`src/rtl/cfgchan_pkg.sv`:
```
// Package: shared constants for the configuration channel controller.
// Holds register offsets, control-word field positions and status bit positions.
// Assumes a fixed 32-bit register width.
package cfgchan_pkg;
    localparam int WORD_W     = 32;
    localparam int OFS_W      = 8;

    localparam logic [OFS_W-1:0] OFS_RET  = 8'hA0;
    localparam logic [OFS_W-1:0] OFS_OUT  = 8'hA4;
    localparam logic [OFS_W-1:0] OFS_CTRL = 8'hA8;
    localparam logic [OFS_W-1:0] OFS_STAT = 8'hAC;

    localparam int DEV_LSB  = 0;
    localparam int DEV_W    = 12;
    localparam int FUNC_LSB = 20;
    localparam int FUNC_W   = 6;
    localparam int WR_BIT   = 30;
    localparam int GO_BIT   = 31;

    localparam logic [FUNC_W-1:0] FUNC_OSC = 6'd1;

    localparam logic [WORD_W-1:0] CTRL_RESET = 32'h0010_0000;
    localparam logic [WORD_W-1:0] CTRL_KEEP  = 32'h43F0_0FFF;

    localparam int ST_DONE = 0;
    localparam int ST_ERR  = 1;

    typedef struct packed {
        logic              go;
        logic              wr;
        logic [FUNC_W-1:0] func;
        logic [DEV_W-1:0]  dev;
    } ctrl_fields_t;

    function automatic ctrl_fields_t split_ctrl(input logic [WORD_W-1:0] w);
        ctrl_fields_t f;
        f.go   = w[GO_BIT];
        f.wr   = w[WR_BIT];
        f.func = w[FUNC_LSB +: FUNC_W];
        f.dev  = w[DEV_LSB +: DEV_W];
        return f;
    endfunction
endpackage

```
`src/rtl/cfgchan_legal.sv`:
```
// Module: cfgchan_legal
// Decides whether a function/device pair names a table entry.
// Purely combinational. Assumes NUM_ENTRIES fits in the device index range.
module cfgchan_legal
    import cfgchan_pkg::*;
#(
    parameter int NUM_ENTRIES = 3
) (
    input  logic [FUNC_W-1:0] func,
    input  logic [DEV_W-1:0]  dev,
    output logic              legal
);
    localparam logic [31:0] LIMIT = 32'(NUM_ENTRIES);

    // Legality: the only supported function, and the index is within the table.
    always_comb begin
        legal = (func == FUNC_OSC) && ({20'd0, dev} < LIMIT);
    end
endmodule

```
`src/rtl/cfgchan_table.sv`:
```
// Module: cfgchan_table
// Oscillator word table with one reset value per entry, one write port
// and one combinational read port.
// Assumes wr_idx and rd_idx are only acted on when they are in range.
module cfgchan_table
    import cfgchan_pkg::*;
#(
    parameter int NUM_ENTRIES = 3,
    parameter logic [NUM_ENTRIES*WORD_W-1:0] ENTRY_RESET = '0,
    localparam int IDX_W = (NUM_ENTRIES > 1) ? $clog2(NUM_ENTRIES) : 1
) (
    input  logic                          clk,
    input  logic                          rst_n,
    input  logic                          wr_en,
    input  logic [IDX_W-1:0]              wr_idx,
    input  logic [WORD_W-1:0]             wr_data,
    input  logic [IDX_W-1:0]              rd_idx,
    output logic [WORD_W-1:0]             rd_data,
    output logic [NUM_ENTRIES*WORD_W-1:0] flat
);
    logic [WORD_W-1:0] ent [NUM_ENTRIES];

    for (genvar i = 0; i < NUM_ENTRIES; i++) begin : g_ent
        // Entry storage: reload the per-entry reset value, or take a matching write.
        always_ff @(posedge clk) begin
            if (!rst_n) begin
                ent[i] <= ENTRY_RESET[i*WORD_W +: WORD_W];
            end else if (wr_en && (wr_idx == IDX_W'(i))) begin
                ent[i] <= wr_data;
            end
        end
        assign flat[i*WORD_W +: WORD_W] = ent[i];
    end

    // Read mux: pick the addressed entry, or 0 when the index is out of range.
    always_comb begin
        rd_data = '0;
        for (int k = 0; k < NUM_ENTRIES; k++) begin
            if (rd_idx == IDX_W'(k)) rd_data = ent[k];
        end
    end

    // The table changes only when a write is enabled.
    assert_table_hold_R7: assert property (@(posedge clk) disable iff (!rst_n)
        !wr_en |=> $stable(flat));
endmodule

```
`src/rtl/cfgchan_regs.sv`:
```
// Module: cfgchan_regs
// Register file and transaction sequencer. A control write clears status,
// stores the masked control word and, when start is set, completes the
// transaction at the same edge. Reads return data one cycle after the request.
// Assumes one access per bus_sel cycle; offsets outside the map read as 0.
module cfgchan_regs
    import cfgchan_pkg::*;
#(
    parameter int ADDR_W      = 12,
    parameter int NUM_ENTRIES = 3,
    localparam int IDX_W = (NUM_ENTRIES > 1) ? $clog2(NUM_ENTRIES) : 1
) (
    input  logic              clk,
    input  logic              rst_n,
    input  logic              bus_sel,
    input  logic              bus_wr,
    input  logic [ADDR_W-1:0] bus_addr,
    input  logic [WORD_W-1:0] bus_wdata,
    output logic [WORD_W-1:0] bus_rdata,
    output logic              bus_rvalid,
    input  logic              legal,
    output logic [FUNC_W-1:0] chk_func,
    output logic [DEV_W-1:0]  chk_dev,
    output logic              tbl_wr_en,
    output logic [IDX_W-1:0]  tbl_idx,
    output logic [WORD_W-1:0] tbl_wr_data,
    input  logic [WORD_W-1:0] tbl_rd_data
);
    logic [WORD_W-1:0] ret_q, out_q, ctrl_q;
    logic [1:0]        stat_q;
    logic              hit_ret, hit_out, hit_ctrl, hit_stat;
    logic              ctrl_wr, fire;
    ctrl_fields_t      cf;

    // Address decode: a match needs every offset bit above the map to be zero.
    always_comb begin
        hit_ret  = (bus_addr == ADDR_W'(OFS_RET));
        hit_out  = (bus_addr == ADDR_W'(OFS_OUT));
        hit_ctrl = (bus_addr == ADDR_W'(OFS_CTRL));
        hit_stat = (bus_addr == ADDR_W'(OFS_STAT));
    end

    // Transaction launch: split the incoming control word and qualify start.
    always_comb begin
        ctrl_wr     = bus_sel && bus_wr && hit_ctrl;
        cf          = split_ctrl(bus_wdata);
        fire        = ctrl_wr && cf.go;
        chk_func    = cf.func;
        chk_dev     = cf.dev;
        tbl_idx     = cf.dev[IDX_W-1:0];
        tbl_wr_data = out_q;
        tbl_wr_en   = fire && cf.wr && legal;
    end

    // Outbound data register: plain software write.
    always_ff @(posedge clk) begin
        if (!rst_n) out_q <= '0;
        else if (bus_sel && bus_wr && hit_out) out_q <= bus_wdata;
    end

    // Control register: store the word with reserved fields and start masked off.
    always_ff @(posedge clk) begin
        if (!rst_n) ctrl_q <= CTRL_RESET;
        else if (ctrl_wr) ctrl_q <= bus_wdata & CTRL_KEEP;
    end

    // Status register: cleared by any control write, then set by a started transaction.
    always_ff @(posedge clk) begin
        if (!rst_n) begin
            stat_q <= '0;
        end else if (ctrl_wr) begin
            stat_q[ST_DONE] <= cf.go;
            stat_q[ST_ERR]  <= cf.go && !legal;
        end
    end

    // Return data register: loaded only by a legal started read transaction.
    always_ff @(posedge clk) begin
        if (!rst_n) ret_q <= '0;
        else if (fire && !cf.wr && legal) ret_q <= tbl_rd_data;
    end

    // Read port: register the selected word and strobe it one cycle later.
    always_ff @(posedge clk) begin
        if (!rst_n) begin
            bus_rdata  <= '0;
            bus_rvalid <= 1'b0;
        end else begin
            bus_rvalid <= bus_sel && !bus_wr;
            if (bus_sel && !bus_wr) begin
                unique case (1'b1)
                    hit_ret:  bus_rdata <= ret_q;
                    hit_out:  bus_rdata <= out_q;
                    hit_ctrl: bus_rdata <= ctrl_q;
                    hit_stat: bus_rdata <= {30'd0, stat_q};
                    default:  bus_rdata <= '0;
                endcase
            end
        end
    end

    assert_done_next_R9: assert property (@(posedge clk) disable iff (!rst_n)
        (bus_sel && bus_wr && hit_ctrl && bus_wdata[GO_BIT]) |=> stat_q[ST_DONE]);
    assert_err_has_done_R7: assert property (@(posedge clk) disable iff (!rst_n)
        stat_q[ST_ERR] |-> stat_q[ST_DONE]);
    assert_stat_clear_R4: assert property (@(posedge clk) disable iff (!rst_n)
        (bus_sel && bus_wr && hit_ctrl && !bus_wdata[GO_BIT]) |=> (stat_q == 2'b00));
    assert_rvalid_R10: assert property (@(posedge clk) disable iff (!rst_n)
        (bus_sel && !bus_wr) |=> bus_rvalid);
    assert_ret_ignore_R8: assert property (@(posedge clk) disable iff (!rst_n)
        (bus_sel && bus_wr && hit_ret) |=> $stable(ret_q));
    assert_stat_ignore_R8: assert property (@(posedge clk) disable iff (!rst_n)
        (bus_sel && bus_wr && hit_stat) |=> $stable(stat_q));
endmodule

```
`src/rtl/cfgchan_ctrl.sv`:
```
// Module: cfgchan_ctrl (top)
// Configuration channel transaction controller: register bus front end,
// legality check and oscillator table.
// Assumes a single clock and a synchronous active-low reset.
module cfgchan_ctrl
    import cfgchan_pkg::*;
#(
    parameter int ADDR_W      = 12,
    parameter int NUM_ENTRIES = 3,
    parameter logic [NUM_ENTRIES*32-1:0] ENTRY_RESET =
        {32'h017D_7840, 32'h0177_0000, 32'h02FA_F080}
) (
    input  logic                      clk,
    input  logic                      rst_n,
    input  logic                      bus_sel,
    input  logic                      bus_wr,
    input  logic [ADDR_W-1:0]         bus_addr,
    input  logic [31:0]               bus_wdata,
    output logic [31:0]               bus_rdata,
    output logic                      bus_rvalid,
    output logic [NUM_ENTRIES*32-1:0] osc_table
);
    localparam int IDX_W = (NUM_ENTRIES > 1) ? $clog2(NUM_ENTRIES) : 1;

    logic              legal;
    logic [FUNC_W-1:0] chk_func;
    logic [DEV_W-1:0]  chk_dev;
    logic              tbl_wr_en;
    logic [IDX_W-1:0]  tbl_idx;
    logic [WORD_W-1:0] tbl_wr_data, tbl_rd_data;

    cfgchan_regs #(.ADDR_W(ADDR_W), .NUM_ENTRIES(NUM_ENTRIES)) u_regs (
        .clk(clk), .rst_n(rst_n),
        .bus_sel(bus_sel), .bus_wr(bus_wr), .bus_addr(bus_addr),
        .bus_wdata(bus_wdata), .bus_rdata(bus_rdata), .bus_rvalid(bus_rvalid),
        .legal(legal), .chk_func(chk_func), .chk_dev(chk_dev),
        .tbl_wr_en(tbl_wr_en), .tbl_idx(tbl_idx),
        .tbl_wr_data(tbl_wr_data), .tbl_rd_data(tbl_rd_data)
    );

    cfgchan_legal #(.NUM_ENTRIES(NUM_ENTRIES)) u_legal (
        .func(chk_func), .dev(chk_dev), .legal(legal)
    );

    cfgchan_table #(.NUM_ENTRIES(NUM_ENTRIES), .ENTRY_RESET(ENTRY_RESET)) u_table (
        .clk(clk), .rst_n(rst_n),
        .wr_en(tbl_wr_en), .wr_idx(tbl_idx), .wr_data(tbl_wr_data),
        .rd_idx(tbl_idx), .rd_data(tbl_rd_data), .flat(osc_table)
    );
endmodule

```
`config.mk`:
```
export PLATFORM = sky130hd
export DESIGN_NAME = cfgchan_ctrl
export DESIGN_NICKNAME = d
export VERILOG_FILES = /design/src/rtl/cfgchan_pkg.sv /design/src/rtl/cfgchan_legal.sv /design/src/rtl/cfgchan_table.sv /design/src/rtl/cfgchan_regs.sv /design/src/rtl/cfgchan_ctrl.sv
export SDC_FILE = /design/constraint.sdc
export NUM_CORES = 1
export LEC_CHECK = 0
export BUFFER_PORTS_ARGS = -buffer_cell sky130_fd_sc_hd__buf_2
export CAP_MARGIN = 15
export CORE_MARGIN = 8
export CORE_UTILIZATION = 50
export CTS_CLUSTER_SIZE = 8
export DETAILED_ROUTE_END_ITERATION = 8
export GPL_ROUTABILITY_DRIVEN = 0
export PLACE_DENSITY_LB_ADDON = 0.08
export SLEW_MARGIN = 20
export SYNTH_ARGS = -nofsm -noshare
export SYNTH_HDL_FRONTEND = slang
export SYNTH_HIERARCHICAL = 1
export SYNTH_SLANG_ARGS = --single-unit
```
`constraint.sdc`:
```
create_clock -name clk -period 5.89 [get_ports clk]
set_input_delay 0.8835 -clock clk [delete_from_list [all_inputs] [get_ports clk]]
set_output_delay 0.8835 -clock clk [all_outputs]
set_load 0.02 [all_outputs]
```
* Word level (Yosys, flattened, before mapping)
Memory sizes are Yosys's and may differ from the RTL's. Index checks and enable logic that the tools add are counted.
Word-level totals: RAM bits 96, input port bits 48, register bits 118, memories kept 1, output and inout bits 129
Memories:
- u_table.ent | words 3, width 32, rd ports 3, clocked after memory_dff 0, wr ports 3, RTL line cfgchan_table.sv:21 | logic [WORD_W-1:0] ent [NUM_ENTRIES];
Cells by class: reduce and logical (&&, ||, !) cells 18, magnitude comparators 1, equality and inequality tests 7, bitwise gates (word level) 3, mux-type cells 17
Operators by type and width (count):
- 32-bit two-way mux | 6
- 32-bit case mux with 4 select lines | 1
- 12-bit by 8-bit == test with 1-bit output (second input constant) | 4
- 1-bit logical AND | 14
- 12-bit by 2-bit less-than comparator with 1-bit output (second input constant) | 1
- 1-bit two-way mux | 10
- 6-bit by 1-bit == test with 1-bit output (second input constant) | 1
- 1-bit logical NOT | 3
- 1-bit bitwise OR | 3
- 2-bit by 1-bit == test with 1-bit output (second input constant) | 1
- 2-bit == test (second input constant) | 1
- 2-bit logical NOT | 1

* Longest topological paths before layout
Gate-level depths: netlist of the first run.
depth in word-level cells 10, depth in mapped cells 9, depth with buffers taken out 7

* Cells and area by module
Netlist of the first run, hierarchy kept.
By module, submodules not included:
- cfgchan_regs | instances 1, sequential area each 2362.3 µm², area an instance 4885.9 µm², cells an instance 521
- cfgchan_table | instances 1, sequential area each 2882.8 µm², area an instance 4344.2 µm², cells an instance 287
- cfgchan_legal | instances 1, sequential area each 0.0 µm², area an instance 42.5 µm², cells an instance 7

* Worst setup path after synthesis of the first run
OpenSTA, ideal clock, no wires.
kind input-to-reg, start in bus_addr[1], end mem u_table.ent[1][0], enable pin, cell stages on the path 7, buffers on the path 2, arrival 4.512 ns, path slack 0.913 ns, data required time 5.424 ns, library setup time 0.466 ns, cells stage by stage nor4b_4 nand4_1 clkbuf_1 clkbuf_1 nor2_1 nand2b_1 o21ai_0
RTL lines:
- start: declaration | RTL line cfgchan_ctrl.sv:17 | input logic [ADDR_W-1:0] bus_addr,
- end: declaration | RTL line cfgchan_table.sv:21

* Final worst setup path of the first run
start in bus_wdata[1], end reg u_regs.ret_q[6]
RTL lines:
- start: declaration | RTL line cfgchan_ctrl.sv:18 | input logic [31:0] bus_wdata,
- 12-bit by 2-bit less-than comparator with 1-bit output | RTL line cfgchan_legal.sv:17 | legal = (func == FUNC_OSC) && ({20'd0, dev} < LIMIT);
- 1-bit logical AND | RTL line cfgchan_legal.sv:17
- via legal | RTL line cfgchan_ctrl.sv:25 | logic legal;
- 1-bit logical AND | RTL line cfgchan_regs.sv:80 | else if (fire && !cf.wr && legal) ret_q <= tbl_rd_data;
- end signal: assignment | RTL line cfgchan_regs.sv:80
- end: declaration | RTL line cfgchan_regs.sv:29 | logic [WORD_W-1:0] ret_q, out_q, ctrl_q;
The timed path passes the listed nets, and every way through them passes these cells. A chain may end at the register's enable or synchronous reset.

==> results.md, run 1 <==
- The total wirelength of the detailed-routed design is 27.3 mm.
- The setup clock skew after layout is 0.0153 ns.
- The number of flops mapped to enable cells by yosys is 96.
- By area the synthesized netlist is led by edfxtp_1 31%, dfxtp_1 25%, mux2i_1 8.7%, and2_1 4.6%, nand2_1 4.3%.
- The count of pins over their slew limit is 0.
- The most common flop cell mapped by yosys is dfxtp_1.
- Based on the critical path, the design can be clocked at up to 305 MHz.
- The headroom to the max-slew limit is 0.278.
- Leaving out fill and tap cells, the most frequent cell in the layout is buf_2.
- The timing startpoint of the critical path is bus_wdata[1].
- The die covers 0.0232 mm^2.
- Using the TritonRoute via totals, the vias-per-cell ratio works out to 5.66.
- For this configuration, the core starts out at a cell density of 0.502.
- The simple-gate share of the synthesized area is 0.165.
- In this design, the stage delay of the slowest critical-path cell is 0.89 ns.
- The launch point of the worst reg-to-reg path is u_regs/tbl_wr_data[4]$_SDFFE_PN0P_.
- The routed length on met2 is 12.4 mm.
- Setup repair after global routing left no endpoint under its margin.
- Summed over all cells, the static leakage comes to 0.00449 uW.
- STA classifies the critical path startpoint as a primary input.
- The final-stage net count is 1,000.
- The run finished with clean final reports.
- By startpoint and endpoint, the worst setup path is classified as primary input to flop.
- The worst-skew pair later-pin latency is 0.55 ns.
- The power density over the cells is 307 mW/mm^2.
- The synthesized-area fraction occupied by adder cells is 0.
- For this run, the total global-route usage over all layers was measured as 0.231.
- The count of nets left with antenna violations once routing finished came out at 0.
- The number of ports placed on the die boundary is 177.
- The cell row count is 50.
- Buffers placed on the I/O ports in this run total 176.
- The post-synthesis to final-layout area growth is 18.4%.
- Counting every net in the synthesized netlist gives 863.
- The length of the first detailed-routing pass in iterations is 5.
- The data required time of the critical path is 6.34 ns.
- The routed metal-1 wirelength is 11.9 mm.
- Together, buffers and inverters on the worst path number 1.
- Setup violations remaining at the end of the flow were counted as 0.
- The worst hold path begins at u_regs/bus_rdata[15]$_SDFFE_PN0P_.
- Of the post-synthesis cell area, the dominant cell type holds 0.311.
- Summing internal, switching and leakage power gives 3370 uW.
- Traced cell by cell, the critical path runs through buf_2 -> nand2_1 -> nand4_1 -> nor2_1 -> nand3b_1 -> or2_2 -> mux2i_1.
- The total of cells resized after clock tree synthesis is 0.
- Clock-pin slew was measured on the worst setup and hold paths at 0.05 ns.
- After clock tree synthesis, the setup repair step added 0 buffers.
- The floorplan die width is 152 um.
- The number of max-capacitance violations reported is 0.
- The clock sink total is 214.
- The share of synthesized flip-flops with an asynchronous set or reset is 0.
- The area of the mapped netlist is 0.00927 mm^2.
- The tree is rooted in a clkbuf_16.
- After detailed routing, the average wire length per cell comes to 22.5 um.
- The total number of yosys warnings is 6.
- The TritonCTS clock tree is yes.
- The number of CTS-inserted buffers is 30.
- The synthesized-area fraction occupied by ao, oa, aoi and oai cells is 0.122.
- The slew at the pin with the worst max-slew slack is 1.08 ns.
- From bottom edge to top edge, the die measures 152 um.
- The number of antenna violations at the first check in global routing was 1.
- The maximum number of pins on one net before global-route repair is 116.
- The cell at the slowest stage of the critical path is or2_2.
- Adding up every negative setup slack in the final design gives 0 ns.
- The final number of hold-violating endpoints is 0.
- In the routed design, unresolved DRC markers number 0.
- The first global-routing pass estimated 42.4 mm of wire.
- Of the total synthesized cell area, the portion taken by XOR and XNOR cells is 0.
- The violation count after the first detailed-routing iteration is 483.
- The maximum number of buffers from clock root to sink is 3.
- For this run, the register share of the synthesized area comes to 0.566.
- The synthesized design contains 214 register bits.
- The number of distinct library cell variants in the gate-level netlist after synthesis is 38.
- Hold repair after CTS inserted 0 buffers.
- The global route total overflow is 0.
- Summing over every cut layer, the via total after detailed routing is 6,844.
- Measured against the total synthesized area, the mux share comes to 0.0923.
- The kind of capture point of the worst setup path is a flop.
- The time the final worst path needs with I/O delays and setup is 3.27 ns.
- Synthesis handed over a netlist of 815 instances.
- The met3 wire length is 2.29 mm.
- The data arrival at the endpoint of the critical path is 3.72 ns.
- The floorplan step defined a core boundary enclosing 0.0185 mm^2.
- By area, the combinational part of the netlist is dominated by simple AND/OR/NAND/NOR gates.
- The type of the most critical hold path is flop to flop.
- CTS built an H-tree with a depth of 1.
- The share of cells above drive strength 1 is 0.240.
- The HPWL after detailed placement is 17.9 mm.
- A synthesized cell averages 11.4 um^2.
- Of the available clock period, the critical path in the final layout requires 0.556.
- The maximum VDD drop is 0.219 mV.
- The highest routed metal layer is met5.
- The largest fanout on the critical path is 41.
- The synthesized design spends more area on one cell type than any other, namely edfxtp_1.
- The top cell types in the final layout, fill and taps aside, are 175 x buf_2, 118 x dfxtp_1, 107 x nand2_1, 96 x edfxtp_1, 81 x mux2i_1.
- The top cell family by delay on the critical path is simple AND/OR/NAND/NOR gates.
- The number of global-route vias before repair is 7,084.
==> worst paths after layout <==
kind,to,slack (ns),depth (start not counted)
worst min register to register,u_regs/bus_rdata[15]$_SDFFE_PN0P_,0.45,2
worst min-delay path,u_regs/bus_rdata[15]$_SDFFE_PN0P_,0.45,2
worst max-delay path,u_regs/ret_q[6]$_SDFFE_PN0P_,2.62,7
worst max register to register,u_regs/bus_rdata[4]$_SDFFE_PN0P_,4.82,3
==> layout make-up <==
type	instances	area, um^2
diodes	1	2.50
multi-input cells	515	3580
clock inverters	1	16.3
flip-flops and latches	214	5250
inverters	4	15.0
fillers	1562	7480
clock buffers	54	851
repair buffers	187	981
well taps	234	293
==> layer usage <==
layer / global-route usage / up-vias
met5: 0 / -
met4: 0.0766 / 2
met3: 0.0618 / 51
met2: 0.370 / 307
met1: 0.299 / 3303
li1: - / 3181
==> where the power goes <==
group	internal [uW]	leakage (uW)	switching [uW]	total [uW]
Clock	960	0.000411	620	1580
Sequential	1580	0.00193	16.5	1590
Combinational	62.8	0.00215	133	196
Total	2600	0.00449	770	3370
==> stage by stage <==
stage                     hold slack, ns  instances  worst slack (ns)  cell area (um^2)  utilization
after floorplan                    0.428        815             0.913              9270            -
after global placement             0.438       1152              2.17             10100        0.546
after detailed placement           0.446       1153              2.13             10100        0.547
after CTS                          0.455       1208              2.69             11000        0.594
after global routing               0.473       1209              2.43             11000        0.595
final                              0.450       1210              2.62             11000        0.595
==> cells by family after synthesis <==
logic type / count (synthesis)
simple gates: 284
flops: 214
compound gates: 148
buf+inv: 86
mux: 83
==> tightest hold or removal path: stages, from the launching register on <==
cell	delay, ns
dfxtp_1	0.31
nand2_1	0.05
o21ai_1	0.05
==> registers in the layout, indices dropped and copies added, names as in the netlist <==
signal and cells:
u_regs/bus_rdata 32, u_regs/bus_rvalid 1, u_regs/ctrl_q 19, u_regs/ret_q 32, u_regs/stat_q 2, u_regs/tbl_wr_data 32, u_table/ent 96
==> synth_stat cells (all sizes together) (3+ instances only) <==
cell,number
nor4,3
nor4b,3
nor2b,33
edfxtp,96
buf,46
clkbuf,36
nand2,107
and2,68
o211ai,15
a221o,17
o2bb2ai,32
a22oi,17
a32oi,13
nor2,21
dfxtp,118
nand2b,32
mux2i,81
nand4,4
o21ai,33
a21boi,21
Power figures use the tool's default switching activity.
==> run 2: changes to the inputs <==
- ABC_AREA: unset -> 1
- clock period: 5.89 -> 3.3 ns (I/O delays scaled with it)
==> results.md, run 2 <==
- The largest single stage delay on the critical path is 0.33 ns.
- The number of distinct library cell variants in the gate-level netlist after synthesis is 26.
- Clock-pin slew was measured on the worst setup and hold paths at 0.05 ns.
- The share of power burned in the clock network is 0.468.
- After floorplanning, the core was divided into 50 placement rows.
- The terminating pin of the worst hold path is u_regs/ctrl_q[4]$_SDFFE_PN0P_.
- The floorplan die width is 153 um.
- The number of hold buffers added after cts is 0.
- Along the worst hold path, the cell count comes to 3.
- Walking the worst path, the cells encountered are buf_2 -> nor2_1 -> nand2_1 -> nor2_4 -> nand2_1 -> nor2_2 -> inv_1 -> nor3b_2 -> buf_4 -> inv_1 -> nor2_2 -> nand2_1 -> nand2_1 -> buf_12.
- In this run the static leakage power is 0.00415 uW.
- Summed over all failing endpoints, the final setup total negative slack is 0 ns.
- The root buffer cell is clkbuf_16.
- The time the final worst path needs with I/O delays and setup is 2.25 ns.
- The number of antenna violations at the first check in global routing was 0.
- The type of the most critical hold path is primary input to flop.
- Leaving out fill and tap cells, the most frequent cell in the layout is nand3_1.
- For the pin with the worst max-slew slack, the measured transition is 0.957 ns.
- Counting flops with a built-in enable in the synthesized netlist gives 96.
- After routing the design area is 0.0111 mm^2.
- The total routing resource utilization after global routing is 0.235.
- The length of the first detailed-routing pass in iterations is 5.
- The top register by number of flip-flops is u_table/ent.
- The multi-input combinational cells in the finished layout cover a total of 0.00322 mm^2.
- The number of antenna diodes in the final layout is 0.
- By area the synthesized netlist is led by edfxtp_1 31%, dfxtp_1 25%, nand3_1 9.5%, nand2_1 5.8%, a21oi_1 5.3%.
- Setup repair after global routing left no endpoint under its margin.
- The layout has 1,712 filler cells.
- The number of failing setup endpoints in the final timing report is 0.
- The detailed-route vias per instance is 5.41.
- The final number of hold-violating endpoints is 0.
- Clock latency on the worst-skew pair, taken at its later pin, is 0.53 ns.
- The launch point of the worst reg-to-reg path is u_table/ent[1][25]$_SDFFCE_PN0P_.
- The category of the critical setup timing path is primary input to flop.
- In the layout the commonest cells are 178 x nand3_1, 176 x buf_2, 146 x nand2_1, 118 x dfxtp_1, 115 x inv_1.
- No sink is reached through more buffers than the 3 on the longest clock path.
- After synthesis, the mean cell area works out to 8.55 um^2.
- Among all flip-flop cells after synthesis, the most frequent one is dfxtp_1.
- The die covers 0.0235 mm^2.
- The number of routed nets with antenna violations is 0.
- For this configuration, the core starts out at a cell density of 0.506.
- Of the total power, the share spent switching nets is 0.222.
- The share of synthesized area in the top cell type comes to 0.307.
- Ranked by instance count, the synthesized netlist is headed by 178 x nand3_1, 146 x nand2_1, 118 x dfxtp_1.
- Across the run, the number of max-cap violations was 0.
- The worst reg2reg path endpoint is u_regs/ret_q[25]$_SDFFE_PN0P_.
- By instance count, the leading cell after synthesis is nand3_1.
- The H-tree depth is 1.
- The core region is 0.0186 mm^2.
- The part of the Yosys area used for sequential elements is 0.558.
- TritonCTS built the clock tree.
- The headroom to the max-slew limit is 0.361.
- The internal power of the cells totals 4580 uW.
- The violation count after the first detailed-routing iteration is 579.
- The portion of the clock cycle consumed by the worst path in the final layout is 0.682.
- The cell area reported after detailed placement is 0.0103 mm^2.
- The cell type with the highest aggregate area in the netlist is edfxtp_1.
- The length in cells of the worst reg-to-reg path is 4.
- For this block, the routed nets add up to 28.3 mm of wire.
- The number of synthesized register bits is 214.
- Dividing total power by cell area gives a power density of 528 mW/mm^2.
- The cell that appears most often on the critical path is nand2_1.
- The number of global-route vias before repair is 7,982.
- The share of synthesized flip-flops with an asynchronous set or reset is 0.
- The number of flip-flops in the largest register is 96.
- The kind of capture point of the worst setup path is a flop.
- The final-stage net count is 1,289.
- The count of pins over their slew limit is 0.
- The top cell family by delay on the critical path is simple AND/OR/NAND/NOR gates.
- The number of input and output port buffers inserted is 176.
- Clock skew on the completed layout was measured at 0.00717 ns.
- The total number of yosys warnings is 6.
- The slack of the worst reg-to-reg path is 2.14 ns.
- The maximum VDD drop is 0.379 mV.
- Clock tree synthesis inserted a total of 30 buffers.
- Summed over all layers, the global routing overflow is 0.
- The cell at the slowest stage of the critical path is nand2_1.
- STA puts the critical path data required time at 3.52 ns.
- The routed wirelength normalized by instance count is 19.0 um.
- The area taken by flip-flops and latches is 0.00525 mm^2.
- The maximum number of pins on one net before global-route repair is 65.
- The area of the mapped netlist is 0.00940 mm^2.
- The maximum clock frequency is 445 MHz.
- The number of cells after detailed placement is 1,443.
- The wire length of the first global-routing pass is 43.9 mm.
- Of the total power, combinational logic draws 0.055.
- The clock sink total is 214.
- 177 I/O pins were placed.
- In this run the vertical extent of the chip is 153 um.
- Together, buffers and inverters on the worst path number 5.
- The worst setup path is launched from a primary input.
- The total of cells resized after clock tree synthesis is 0.
- Of all nets on the critical path, the largest fanout is 24.
- The number of nets produced by synthesis is 1,148.
- The run finished with clean final reports.
- In this run the power spent charging and discharging nets is 1310 uW.
- The remaining design rule violation count is 0.
- The start point of the worst hold path is bus_wdata[4].
- The post-synthesis to final-layout area growth is 18.5%.
- The post-CTS setup repair buffer count is 0.
- The routed layout has 8,066 vias.
- In the final layout, the share of cells above drive strength 1 is 0.219.
- The data arrival at the endpoint of the critical path is 2.47 ns.
- The part of the total power dissipated in sequential elements is 0.478.
- Once detailed placement completed, the half-perimeter wirelength came to 19.6 mm.
- The non-filler instance count after layout is 1,490.
- The post-synthesis cell count is 1,100.
==> run 2: cell types whose count changed after synthesis, sizes merged, moves of 33 or more <==
cell   before  now
o21ai      33   98
and2       68    2
a21oi       0   99
nor2b      33    0
nor2       21  121
nand2     107  149
mux2i      81    0
nand3       2  179
inv         2  115
==> run 2: worst max-delay path by stage <==
stage,start,cells past startpoint,endpoint
5_1_grt,bus_addr[9],14,u_table/ent[1][7]$_SDFFCE_PN0P_
3_3_place_gp,bus_addr[9],14,u_table/ent[1][4]$_SDFFCE_PN0P_
4_1_cts,bus_addr[9],14,u_table/ent[1][9]$_SDFFCE_PN0P_
6_report,bus_addr[9],14,u_table/ent[1][8]$_SDFFCE_PN0P_
2_1_floorplan,bus_addr[11],13,u_table/ent[1][0]$_SDFFCE_PN0P_
3_5_place_dp,bus_addr[9],14,u_table/ent[1][5]$_SDFFCE_PN0P_
==> run 2: tightest hold or removal path: stages <==
cell and delay (ns):
buf_2 0.10, nor2_1 0.04, nor2_1 0.08
==> run 2: kinds of logic (layout without fill, tap and decap cells) <==
| group | after synthesis | count (layout) | share of synthesized area |
|---|---|---|---|
| AOI/OAI and AO/OA | 197 | 197 | 0.105 |
| DFF | 214 | 214 | 0.558 |
| and+or+nand+nor | 476 | 476 | 0.235 |
| buffers and inverters | 213 | 369 | 0.102 |
==> run 2: area by class of cell <==
type / count / share of cell area
multi-input cells: 673 / 0.289
repair buffers: 206 / 0.100
inverters: 116 / 0.0391
well taps: 234 / 0.0263
flip-flops and latches: 214 / 0.471
clock buffers: 47 / 0.0750
==> run 2: through the flow <==
step | utilization | setup WS (ns) | power, uW | hold WS [ns]
floorplan | - | 0.165 | 3060 | 0.424
global placement | 0.555 | 0.551 | 3180 | 0.441
detailed placement | 0.555 | 0.504 | 3180 | 0.436
CTS | 0.600 | 1.06 | 5940 | 0.206
global route | 0.600 | 0.843 | 6080 | 0.222
finish | 0.600 | 1.05 | 5890 | 0.227
==> run 2: layer usage <==
metal / track usage / vias up / share of wire
met2: 0.425 / 288 / 0.52
met1: 0.277 / 3815 / 0.40
met5: 0 / - / 0
met3: 0.0381 / 44 / 0.061
met4: 0.0773 / 0 / 0.026
li1: - / 3919 / -
==> run 2: power by group through the flow <==
stage / registers, uW / clock network [uW] / logic (uW)
final: 2810 / 2750 / 321
after global routing: 2810 / 2920 / 348
after CTS: 2810 / 2800 / 322
after detailed placement: 2860 / 0 / 320
after global placement: 2860 / 0 / 318
after floorplan: 2900 / 0 / 162
==> run 3: changes to the inputs <==
- clock period: 3.3 -> 2.3 ns (I/O delays scaled with it)
==> results.md, run 3 (synthesized netlist as in run 2, its figures left out) <==
- The flow ran to the end, and the final reports show no timing, DRC or antenna violations.
- The routed wirelength normalized by instance count is 19.1 um.
- The number of fillers in the final layout is 1,672.
- In the global route stage, overall resource usage came out at 0.238.
- The share of cells above drive strength 1 is 0.237.
- The worst-case IR drop observed on VDD is 0.553 mV.
- The number of flip-flops in the largest register is 96.
- STA classifies the critical path startpoint as a primary input.
- The type of the most critical hold path is primary input to flop.
- The library cell used most frequently in the layout, excluding fill and tap cells, is nand3_1.
- The combined area of the multi-input logic cells is 0.00329 mm^2.
- The global routing usage on met3 is 0.0474.
- The length of the first detailed-routing pass in iterations is 7.
- The die covers 0.0235 mm^2.
- With fillers left out, the area of the finished cells amounts to 0.0113 mm^2.
- The HPWL after detailed placement is 19.8 mm.
- During placement, the flow inserted port buffers numbering 176.
- In this run the number of H-tree levels came out at 1.
- The worst-skew pair later-pin latency is 0.53 ns.
- The number of routed nets with antenna violations is 0.
- Headroom to the max-slew limit came out at 0.549.
- In this run the most used layer during global routing was met2.
- The sum of negative setup slack is 0 ns.
- The launch point of the worst reg-to-reg path is u_table/ent[2][25]$_SDFFCE_PN0P_.
- Data arrives at the worst endpoint at 2.03 ns.
- TritonCTS built the clock tree.
- The analysis attributes to cell leakage a power of 0.00425 uW.
- For this configuration, the core starts out at a cell density of 0.506.
- The delay of the slowest cell on the worst path is 0.29 ns.
- The maximum number of buffers from clock root to sink is 3.
- After clock tree synthesis, the repair step resized 0 gates.
- The total design power is 8470 uW.
- At the worst endpoint, the required time is 2.50 ns.
- The number of ports placed on the die boundary is 177.
- For the pin with the worst max-slew slack, the measured transition is 0.677 ns.
- In this run the post-CTS setup repair buffer count came out at 0.
- The maximum number of pins on one net before global-route repair is 65.
- Setup repair after global routing left no endpoint under its margin.
- Clock-pin slew was measured on the worst setup and hold paths at 0.05 ns.
- u_table/ent holds more flip-flops than any other register.
- In this run the critical register-to-register path is captured at u_regs/ret_q[25]$_SDFFE_PN0P_.
- In this run the power density over the cells is 746 mW/mm^2.
- The first global-routing pass estimated 44.6 mm of wire.
- The largest fanout on the critical path is 32.
- The cell at the slowest stage of the critical path is nand2_8.
- On the final layout, the worst clock skew is 0.00814 ns.
- Buffers inserted to repair hold after CTS numbered 0.
- The cell repeated most along the worst path is nor2_1.
- In the routed design, unresolved DRC markers number 0.
- The time the final worst path needs with I/O delays and setup is 1.83 ns.
- The count of pins over their slew limit is 0.
- By startpoint and endpoint, the worst setup path is classified as primary input to flop.
- The sequential cells in the finished layout cover a total of 0.00525 mm^2.
- The number of cells after detailed placement is 1,453.
- The vias after detailed routing is 8,197.
- The root buffer cell is clkbuf_16.
- The global route total overflow is 0.
- In the layout the commonest cells are 178 x nand3_1, 175 x buf_2, 138 x nand2_1, 118 x dfxtp_1, 112 x inv_1.
- Compared with the post-synthesis result, the final layout area differs by 20.7%.
- Timing would allow up to 547 MHz.
- The total wirelength of the detailed-routed design is 28.7 mm.
- The length in cells of the worst reg-to-reg path is 4.
- The kind of capture point of the worst setup path is a flop.
- The height of the die is 153 um.
- The number of global-route vias before repair was 8,142.
- The final number of hold-violating endpoints is 0.
- The clock net in this run drives a total of 214 sinks.
- The worst register-to-register path has a setup slack of 1.22 ns.
- Walking the worst path, the cells encountered are buf_2 -> nor2_1 -> and2_1 -> nand3_1 -> nor2_1 -> nand2_1 -> nor3b_2 -> buf_4 -> inv_1 -> nor2_4 -> nand2_2 -> nand2_8.
- The number of antenna diodes in the final layout is 0.
- Across the run, the number of max-cap violations was 0.
- The met2 track demand over resource in global routing is 0.426.
- The cell row count is 50.
- The placed instances occupy a cell area of 0.0105 mm^2.
- Setup violations remaining at the end of the flow were counted as 0.
- The die is 153 um wide.
- In the routed layout, each cell is associated on average with a via count of 5.47.
- After the first detailed-routing iteration, the DRC count stood at 611.
- The final-stage net count is 1,299.
- At the end of the flow the core is filled with cells to 0.611.
- Once layout is complete, the cells apart from fillers number 1,498.
- The floorplan core area is 0.0186 mm^2.
- For this run, global-route usage on met1 was measured as 0.276.
- The number of antenna violations at the first check in global routing came to 0.
- The portion of the clock cycle consumed by the worst path in the final layout is 0.794.
- The end point of the critical path is u_table/ent[1][6]$_SDFFCE_PN0P_.
- The timing startpoint of the critical path is bus_wdata[23].
- The number of CTS-inserted buffers is 30.
-- run 3: changes by cell type in the layout (fill, tap and decap cells not counted), moves of 4 or more --
cell     change
nand2_1      -8
buf_4        +7
nor2_4       +4
buf_12       +4
nand2_2      +6
-- run 3: metrics by stage --
stage	setup WS, ns	hold slack [ns]
after floorplan	-0.169	0.424
after detailed placement	-0.0244	0.445
after global routing	0.373	0.0671
final	0.473	0.0691
after CTS	0.525	0.0543
after global placement	-0.0169	0.437
-- run 3: worst min path at each step --
stage | cells after the start | to | slack [ns] | startpoint
detailed placement | 2 | u_regs/ret_q[23]$_SDFFE_PN0P_ | 0.45 | u_regs/ret_q[23]$_SDFFE_PN0P_
global route | 3 | u_regs/ctrl_q[9]$_SDFFE_PN0P_ | 0.07 | bus_wdata[9]
CTS | 3 | u_regs/ctrl_q[8]$_SDFFE_PN0P_ | 0.05 | bus_wdata[8]
finish | 3 | u_regs/ctrl_q[8]$_SDFFE_PN0P_ | 0.07 | bus_wdata[8]
floorplan | 2 | u_regs/ret_q[0]$_SDFFE_PN0P_ | 0.42 | u_regs/ret_q[0]$_SDFFE_PN0P_
global placement | 2 | u_regs/ret_q[8]$_SDFFE_PN0P_ | 0.44 | u_regs/ret_q[8]$_SDFFE_PN0P_
-- run 3: area by class of cell --
cell class | instances | area share
flip-flops and latches | 214 | 0.462
multi-input cells | 673 | 0.290
repair buffers | 216 | 0.110
clock buffers | 45 | 0.0739
inverters | 116 | 0.0384
well taps | 234 | 0.0258
-- run 3: per-layer routing --
metal / up-vias / routed length, um
li1: 3950 / -
met1: 3861 / 11000
met3: 55 / 2210
met4: 0 / 894
met5: - / 0
met2: 331 / 14600
-- run 3: critical path, delay by kind of cell --
kind / cells / cell delay [ns]
buf+inv: 3 / 0.38
simple gates: 9 / 1.28
-- run 3: where the power goes --
group          internal, uW  total (uW)  switching, uW
combinational           138         482            344
clock                  2450        3950           1510
sequential             4010        4030           23.0
